$ cat config.mk
export PLATFORM = sky130hd
export DESIGN_NAME = sdr_boot_refresh
export DESIGN_NICKNAME = d
export VERILOG_FILES = /design/src/rtl/sdr_seq_pkg.sv /design/src/rtl/sdr_refresh_timer.sv /design/src/rtl/sdr_seq_fsm.sv /design/src/rtl/sdr_cmd_mux.sv /design/src/rtl/sdr_boot_refresh.sv
export SDC_FILE = /design/constraint.sdc
export NUM_CORES = 1
export LEC_CHECK = 0
export CAP_MARGIN = 20
export CORE_MARGIN = 2
export CORE_UTILIZATION = 48
export CTS_BUF_LIST = sky130_fd_sc_hd__clkbuf_8
export CTS_CLUSTER_DIAMETER = 60
export CTS_CLUSTER_SIZE = 8
export DETAILED_ROUTE_END_ITERATION = 6
export GPL_TIMING_DRIVEN = 1
export PLACE_DENSITY = 0.79
export SYNTH_ARGS = -nofsm -noshare
export SYNTH_HDL_FRONTEND = slang
export SYNTH_SLANG_ARGS = --single-unit
$ cat constraint.sdc
create_clock -name clk -period 2.4 [get_ports clk]
set_input_delay 0.6 -clock clk [delete_from_list [all_inputs] [get_ports clk]]
set_output_delay 0.6 -clock clk [all_outputs]
set_load 0.02 [all_outputs]
$ cat src/rtl/sdr_seq_pkg.sv
`timescale 1ns/1ps
// Shared types and helpers for the SDRAM start-up/refresh sequencer.
// Assumes command pins are ordered {cs_n, ras_n, cas_n, we_n}.
package sdr_seq_pkg;

    typedef enum logic [3:0] {
        CMD_LOADMODE = 4'b0000,
        CMD_REFRESH  = 4'b0001,
        CMD_PRECHG   = 4'b0010,
        CMD_NOP      = 4'b0111
    } sdr_cmd_e;

    typedef enum logic [3:0] {
        ST_SETTLE, ST_PRE_INIT, ST_GAP_RP_INIT,
        ST_REF_A, ST_GAP_A, ST_REF_B, ST_GAP_B,
        ST_LOADMODE, ST_GAP_MRD,
        ST_RUN, ST_PRE_FORCE, ST_GAP_RP_FORCE,
        ST_REF_RUN, ST_GAP_RUN
    } seq_state_e;

    // Convert a time in picoseconds to whole clocks, rounding up.
    function automatic int unsigned ceil_clk(input int unsigned t_ps, input int unsigned clk_ps);
        return (t_ps + clk_ps - 1) / clk_ps;
    endfunction

    // Enforce the two-cycle floor used by the recovery counters.
    function automatic int unsigned floor_two(input int unsigned v);
        return (v < 2) ? 2 : v;
    endfunction

    function automatic int unsigned max2(input int unsigned a, input int unsigned b);
        return (a > b) ? a : b;
    endfunction

endpackage

$ cat src/rtl/sdr_refresh_timer.sv
`timescale 1ns/1ps
// Refresh interval timer and pending-refresh counter.
// Counts only while enabled; one tick every REFI_CYC clocks raises the
// pending count (saturating at MAX_PEND); each served refresh lowers it.
module sdr_refresh_timer #(
    parameter int unsigned REFI_CYC = 2080,
    parameter int unsigned MAX_PEND = 8
) (
    input  logic clk,
    input  logic rst_n,
    input  logic en,
    input  logic served,
    output logic pend_any,
    output logic pend_full
);
    localparam int unsigned TW = (REFI_CYC < 2) ? 1 : $clog2(REFI_CYC);
    localparam int unsigned PW = $clog2(MAX_PEND + 1);

    logic [TW-1:0] ivl_cnt;
    logic [PW-1:0] pend_cnt;
    logic          tick;
    logic          inc;
    logic          dec;

    assign tick      = en && (ivl_cnt == TW'(REFI_CYC - 1));
    assign pend_any  = (pend_cnt != '0);
    assign pend_full = (pend_cnt == PW'(MAX_PEND));
    assign inc       = tick && !pend_full;
    assign dec       = served && pend_any;

    // Interval counter: wraps every REFI_CYC enabled clocks.
    always_ff @(posedge clk) begin
        if (!rst_n)
            ivl_cnt <= '0;
        else if (tick)
            ivl_cnt <= '0;
        else if (en)
            ivl_cnt <= ivl_cnt + 1'b1;
    end

    // Pending count: add on tick, remove on each served refresh.
    always_ff @(posedge clk) begin
        if (!rst_n)
            pend_cnt <= '0;
        else if (inc && !dec)
            pend_cnt <= pend_cnt + 1'b1;
        else if (dec && !inc)
            pend_cnt <= pend_cnt - 1'b1;
    end
endmodule

$ cat src/rtl/sdr_seq_fsm.sv
`timescale 1ns/1ps
// Command sequencer state machine. Issues the start-up commands with their
// recovery gaps, then arbitrates between the user side and refresh.
// Assumes every gap parameter is at least 2 clocks.
module sdr_seq_fsm
    import sdr_seq_pkg::*;
#(
    parameter int unsigned PWR_CYC = 4,
    parameter int unsigned RP_CYC  = 2,
    parameter int unsigned RFC_CYC = 2,
    parameter int unsigned MRD_CYC = 2,
    parameter int unsigned CW      = 4
) (
    input  logic     clk,
    input  logic     rst_n,
    input  logic     pend_any,
    input  logic     pend_full,
    input  logic     usr_idle,
    output sdr_cmd_e seq_cmd,
    output logic     grant,
    output logic     done,
    output logic     served
);
    seq_state_e    st, nxt;
    logic [CW-1:0] gap_cnt;
    logic [CW-1:0] load_val;
    logic          load;
    logic          gap_last;

    assign gap_last = (gap_cnt <= CW'(1));

    // Next-state and gap-load selection.
    always_comb begin
        nxt      = st;
        load     = 1'b0;
        load_val = '0;
        case (st)
            ST_SETTLE:       if (gap_last) nxt = ST_PRE_INIT;
            ST_PRE_INIT:     begin nxt = ST_GAP_RP_INIT; load = 1'b1; load_val = CW'(RP_CYC - 1); end
            ST_GAP_RP_INIT:  if (gap_last) nxt = ST_REF_A;
            ST_REF_A:        begin nxt = ST_GAP_A; load = 1'b1; load_val = CW'(RFC_CYC - 1); end
            ST_GAP_A:        if (gap_last) nxt = ST_REF_B;
            ST_REF_B:        begin nxt = ST_GAP_B; load = 1'b1; load_val = CW'(RFC_CYC - 1); end
            ST_GAP_B:        if (gap_last) nxt = ST_LOADMODE;
            ST_LOADMODE:     begin nxt = ST_GAP_MRD; load = 1'b1; load_val = CW'(MRD_CYC - 1); end
            ST_GAP_MRD:      if (gap_last) nxt = ST_RUN;
            ST_RUN: begin
                if (pend_full)
                    nxt = ST_PRE_FORCE;
                else if (pend_any && usr_idle)
                    nxt = ST_REF_RUN;
            end
            ST_PRE_FORCE:    begin nxt = ST_GAP_RP_FORCE; load = 1'b1; load_val = CW'(RP_CYC - 1); end
            ST_GAP_RP_FORCE: if (gap_last) nxt = ST_REF_RUN;
            ST_REF_RUN:      begin nxt = ST_GAP_RUN; load = 1'b1; load_val = CW'(RFC_CYC - 1); end
            ST_GAP_RUN:      if (gap_last) nxt = ST_RUN;
            default:         nxt = ST_SETTLE;
        endcase
    end

    // State register.
    always_ff @(posedge clk) begin
        if (!rst_n) st <= ST_SETTLE;
        else        st <= nxt;
    end

    // Recovery counter; reset value doubles as the power-up wait.
    always_ff @(posedge clk) begin
        if (!rst_n)              gap_cnt <= CW'(PWR_CYC);
        else if (load)           gap_cnt <= load_val;
        else if (gap_cnt != '0)  gap_cnt <= gap_cnt - 1'b1;
    end

    // Start-up complete flag, set once and held.
    always_ff @(posedge clk) begin
        if (!rst_n)                         done <= 1'b0;
        else if (st == ST_GAP_MRD && gap_last) done <= 1'b1;
    end

    // Command decode from state.
    always_comb begin
        case (st)
            ST_PRE_INIT, ST_PRE_FORCE:      seq_cmd = CMD_PRECHG;
            ST_REF_A, ST_REF_B, ST_REF_RUN: seq_cmd = CMD_REFRESH;
            ST_LOADMODE:                    seq_cmd = CMD_LOADMODE;
            default:                        seq_cmd = CMD_NOP;
        endcase
    end

    assign grant  = (st == ST_RUN) && !pend_full;
    assign served = (st == ST_REF_RUN);
endmodule

$ cat src/rtl/sdr_cmd_mux.sv
`timescale 1ns/1ps
// Pin multiplexer: passes the user command through while granted,
// otherwise drives the sequencer command with its fixed address pattern.
// Assumes ADDR_W >= 11 (bit 10 is the all-banks flag).
module sdr_cmd_mux
    import sdr_seq_pkg::*;
#(
    parameter int unsigned ADDR_W    = 12,
    parameter int unsigned BA_W      = 2,
    parameter logic [9:0]  MODE_WORD = 10'h032
) (
    input  logic              grant,
    input  sdr_cmd_e          seq_cmd,
    input  logic              usr_cs_n,
    input  logic              usr_ras_n,
    input  logic              usr_cas_n,
    input  logic              usr_we_n,
    input  logic [BA_W-1:0]   usr_ba,
    input  logic [ADDR_W-1:0] usr_addr,
    output logic              mem_cs_n,
    output logic              mem_ras_n,
    output logic              mem_cas_n,
    output logic              mem_we_n,
    output logic [BA_W-1:0]   mem_ba,
    output logic [ADDR_W-1:0] mem_addr
);
    localparam int unsigned ALL_BANK_BIT = 10;
    localparam int unsigned MODE_W       = 10;

    // Select the pin driver for this cycle.
    always_comb begin
        if (grant) begin
            {mem_cs_n, mem_ras_n, mem_cas_n, mem_we_n} = {usr_cs_n, usr_ras_n, usr_cas_n, usr_we_n};
            mem_ba   = usr_ba;
            mem_addr = usr_addr;
        end else begin
            {mem_cs_n, mem_ras_n, mem_cas_n, mem_we_n} = seq_cmd;
            mem_ba   = '0;
            mem_addr = '0;
            if (seq_cmd == CMD_PRECHG)
                mem_addr[ALL_BANK_BIT] = 1'b1;
            else if (seq_cmd == CMD_LOADMODE)
                mem_addr[MODE_W-1:0] = MODE_WORD;
        end
    end
endmodule

$ cat src/rtl/sdr_boot_refresh.sv
`timescale 1ns/1ps
// SDRAM start-up and periodic refresh sequencer (top).
// Timing inputs in picoseconds are rounded up to clocks; recovery gaps
// have a floor of two clocks. CKE is tied high.
module sdr_boot_refresh
    import sdr_seq_pkg::*;
#(
    parameter int unsigned CLK_PS    = 7500,
    parameter int unsigned PWRUP_PS  = 100_000_000,
    parameter int unsigned TRP_PS    = 15000,
    parameter int unsigned TRFC_PS   = 66000,
    parameter int unsigned MRD_CYC   = 2,
    parameter int unsigned REFI_PS   = 15_600_000,
    parameter int unsigned MAX_PEND  = 8,
    parameter logic [9:0]  MODE_WORD = 10'h032,
    parameter int unsigned ADDR_W    = 12,
    parameter int unsigned BA_W      = 2
) (
    input  logic              clk,
    input  logic              rst_n,
    input  logic              usr_cs_n,
    input  logic              usr_ras_n,
    input  logic              usr_cas_n,
    input  logic              usr_we_n,
    input  logic [BA_W-1:0]   usr_ba,
    input  logic [ADDR_W-1:0] usr_addr,
    input  logic              usr_idle,
    output logic              usr_grant,
    output logic              refresh_req,
    output logic              init_done,
    output logic              mem_cke,
    output logic              mem_cs_n,
    output logic              mem_ras_n,
    output logic              mem_cas_n,
    output logic              mem_we_n,
    output logic [BA_W-1:0]   mem_ba,
    output logic [ADDR_W-1:0] mem_addr
);
    localparam int unsigned PWR_CYC  = ceil_clk(PWRUP_PS, CLK_PS);
    localparam int unsigned RP_CYC   = floor_two(ceil_clk(TRP_PS, CLK_PS));
    localparam int unsigned RFC_CYC  = floor_two(ceil_clk(TRFC_PS, CLK_PS));
    localparam int unsigned MRD_EFF  = floor_two(MRD_CYC);
    localparam int unsigned REFI_CYC = floor_two(ceil_clk(REFI_PS, CLK_PS));
    localparam int unsigned GAP_MAX  = max2(max2(PWR_CYC, RP_CYC), max2(RFC_CYC, MRD_EFF));
    localparam int unsigned CW       = $clog2(GAP_MAX + 1);

    sdr_cmd_e seq_cmd;
    logic     pend_any;
    logic     pend_full;
    logic     served;

    assign mem_cke     = 1'b1;
    assign refresh_req = pend_any;

    sdr_refresh_timer #(
        .REFI_CYC (REFI_CYC),
        .MAX_PEND (MAX_PEND)
    ) u_timer (
        .clk       (clk),
        .rst_n     (rst_n),
        .en        (init_done),
        .served    (served),
        .pend_any  (pend_any),
        .pend_full (pend_full)
    );

    sdr_seq_fsm #(
        .PWR_CYC (PWR_CYC),
        .RP_CYC  (RP_CYC),
        .RFC_CYC (RFC_CYC),
        .MRD_CYC (MRD_EFF),
        .CW      (CW)
    ) u_fsm (
        .clk       (clk),
        .rst_n     (rst_n),
        .pend_any  (pend_any),
        .pend_full (pend_full),
        .usr_idle  (usr_idle),
        .seq_cmd   (seq_cmd),
        .grant     (usr_grant),
        .done      (init_done),
        .served    (served)
    );

    sdr_cmd_mux #(
        .ADDR_W    (ADDR_W),
        .BA_W      (BA_W),
        .MODE_WORD (MODE_WORD)
    ) u_mux (
        .grant     (usr_grant),
        .seq_cmd   (seq_cmd),
        .usr_cs_n  (usr_cs_n),
        .usr_ras_n (usr_ras_n),
        .usr_cas_n (usr_cas_n),
        .usr_we_n  (usr_we_n),
        .usr_ba    (usr_ba),
        .usr_addr  (usr_addr),
        .mem_cs_n  (mem_cs_n),
        .mem_ras_n (mem_ras_n),
        .mem_cas_n (mem_cas_n),
        .mem_we_n  (mem_we_n),
        .mem_ba    (mem_ba),
        .mem_addr  (mem_addr)
    );
endmodule

==> run summary <==
FF-to-FF End: u_timer.pend_cnt[3]
DRC violations left: 0
CP startpoint kind: flip-flop
Avg Cell Area, Syn: 8.03 um^2
Clock Tree Root: clkbuf_8
DP HPWL: 3720 um
# Max-Cap Violations: 0
Type of the tightest min-delay check: flip-flop to flip-flop
I/O Pins: 43
CTS tree: yes
Total GRT Usage: 21.7%
Clock tree sinks: 35
Sw Ratio: 25.7%
Yosys warns: 0
Run status: finished, violations left
Share of layout cells above drive strength 1: 30.7%
Drt via density: 5.48
Post-Synth Adder-Cell Area: 4.63%
Final hold vios: 0
Combinational Power Share: 15.3%
RePlAce Congestion: 0.810
Post-Synth Simple-Gate Area: 31.5%
Main flop type after synthesis: dfxtp_1
Crit share post-route: 104%
RR Startpoint: u_timer.ivl_cnt[0]
Leading cell type in the layout, fill and taps excluded: buf_4
Proportion of synthesized area in mux cells: 1.52%
Post-synthesis sequential area ratio: 34.1%
DRT Wirelength: 5360 um
Clk Latency, worst-skew pair: 0.29 ns
Unique masters post-synth: 50
Most frequent cells in the layout: buf_4 (39), nor2_1 (36), dfxtp_1 (26)
Synth Cell Area: 2060 um^2
Initial antenna violation count: 0
M1 GR Usage: 26.0%
Flops & latches, synth: 35
Maximum VDD drop: 0.325 mV
Layout area overhead: 47.0%
Critical path data required time: 2.62 ns
Critical path class: flip-flop to flip-flop
Power per cell area: 466 nW/um^2
Initial Util: 50.7%
Via count: 2,117
Vias in the first global route: 2,005
Cell area after placement: 2780 um^2
Violated checks: negative setup slack
RSZ-0062 raised after global routing: yes
Die area: 4820 um^2
CTS Buffer Depth: 2
Drt pass-1 iters: 5
Final setup vio count: 4
First-pass GRT wire length: 8670 um
ANT cells: 0
# H-tree levels: 2
Port bufs: 41
R2R setup slack: -0.11 ns
GR Layer Usage met3: 5.67%
Async set-or-reset flop fraction in the synthesized netlist: 0%
NumNets Final: 363
Antenna viol nets, final: 0
Clock network fraction of total power: 39.4%
Routed wire per std cell: 13.9 um
GR Layer Usage met2: 37.5%
Largest net degree at the start of global routing: 12
Syn Inst Count: 256
Final min period: 2.51 ns
Largest family of logic cells by synthesized area: simple AND/OR/NAND/NOR gates
Net Switching: 0.000362 W
Fin Setup TNS: -0.150 ns
Leak: 1.23 nW
CP Max Fanout: 3
Num CTS Buffers: 5
Design Area, Final: 3020 um^2
Post-synth EDFFs: 0
Die width: 69.4 um
R2R depth: 13
Final Instance Count excl. Fillers: 386
Vert. Die Dim: 69.4 um
Worst Skew: 0.00938 ns
Seq pwr share: 45.4%
Site row count: 23
Worst Setup End Kind: flip-flop
Setup crit start: u_timer.ivl_cnt[0]
CP Capture Point: u_timer.pend_cnt[3]
Placed cells: 372
Post-synth net total: 284
CTS clk-pin slew, worst paths: 0.08 ns
Peak Freq: 0.399 GHz
Compound-cell area share of the yosys netlist: 15.2%
Remaining global-route overflow: 0
Starting DRT DRC Count: 107
Global routing's busiest layer: met2
Crit path DAT: 2.73 ns
Post-Synth XOR/XNOR Area: 9.37%
Core ar.: 4060 um^2
Fin worst setup slack: -0.107 ns
Final Slew Violations: 0
P_int: 0.00105 W
registers in the layout, summed over array words and instances, names as in the netlist:
name              count
u_timer.ivl_cnt      12
u_timer.pend_cnt      4
u_fsm.done            1
u_fsm.gap_cnt        14
u_fsm.st              4
final cells by class:
type	count	area (um^2)
inverters	6	25.0
clock inverters	2	35.0
fillers	317	1040
flip-flops and latches	35	717
multi-input cells	203	1390
well taps	50	62.6
clock buffers	6	82.6
repair buffers	84	706
synthesized netlist by cell type (3+ instances only):
cell      instances  area [um^2]
nor2_1           38          143
dfxtp_1          35          701
nand2_1          25         93.8
o21ai_0          14         70.1
a21oi_1          12         60.1
and2_1           12         75.1
xor2_1           12          105
clkbuf_1         10         37.5
xnor2_1          10         87.6
nand3_1           7         35.0
ha_1              6         75.1
inv_1             6         22.5
nand4_1           6         37.5
a21o_1            5         37.5
nor3_1            5         25.0
nor3b_1           5         37.5
nand2b_1          4         25.0
or4_1             3         22.5
critical path, stage by stage, from the launching register on:
cell,delay [ns]
dfxtp_2,0.35
ha_4,0.13
nand4_1,0.12
nor2_2,0.18
nand3_2,0.14
nor2_4,0.17
ha_4,0.16
inv_4,0.04
ha_4,0.19
a21o_1,0.16
a21oi_2,0.14
xnor2_1,0.10
or3_4,0.40
a21oi_2,0.13
power groups by stage:
stage	registers (W)	logic, W	clock network [W]
final	0.000638	0.000215	0.000554
after global routing	0.000643	0.000237	0.000595
after CTS	0.000638	0.000212	0.000558
after detailed placement	0.000651	0.000216	0
after global placement	0.000649	0.000213	0
after floorplan	0.000641	0.000139	0
per-stage QoR:
step / hold slack, ns / total power, W / worst slack, ns / utilization, %
floorplan: 0.471 / 0.000780 / 0.0168 / -
global placement: 0.489 / 0.000862 / -0.166 / 68.5
detailed placement: 0.510 / 0.000867 / -0.166 / 68.5
CTS: 0.520 / 0.00141 / -0.0513 / 71.9
global route: 0.556 / 0.00148 / -0.235 / 74.5
finish: 0.523 / 0.00141 / -0.107 / 74.5
kinds of logic (layout without fill, tap and decap cells):
family,count (synthesis),in the layout
and+or+nand+nor,122,122
xor gates and xnor gates,22,22
DFF,35,35
buffers and inverters,18,98
other,1,1
muxes,3,3
adders and majority gates,7,7
AOI/OAI and AO/OA,48,48
how the worst min path moves through the flow:
stage                              startpoint                  end  slack [ns]  cells past startpoint
after detailed placement     u_fsm.gap_cnt[6]     u_fsm.gap_cnt[6]        0.51                      2
after floorplan           u_timer.ivl_cnt[11]  u_timer.ivl_cnt[11]        0.47                      2
after global placement       u_fsm.gap_cnt[6]     u_fsm.gap_cnt[6]        0.49                      2
final                        u_fsm.gap_cnt[6]     u_fsm.gap_cnt[6]        0.52                      2
after CTS                    u_fsm.gap_cnt[6]     u_fsm.gap_cnt[6]        0.52                      2
after global routing         u_fsm.gap_cnt[6]     u_fsm.gap_cnt[6]        0.56                      2
routing by layer:
metal	vias up	wire [um]	part of all wire [%]
met3	9	339	6.3
met2	73	2630	49
met4	0	82	1.5
met5	-	0	0
met1	983	2310	43
li1	1052	-	-
timing repair:
action | 4_1_cts | 5_1_grt
hold buffers | 0 | 0
cloned | 1 | 0
resized for setup | 73 | 23
pin swaps | 4 | 10
setup endpoints to repair | 21 | 19
buffers inserted | 3 | 2
(Power assumes the default switching activity.)
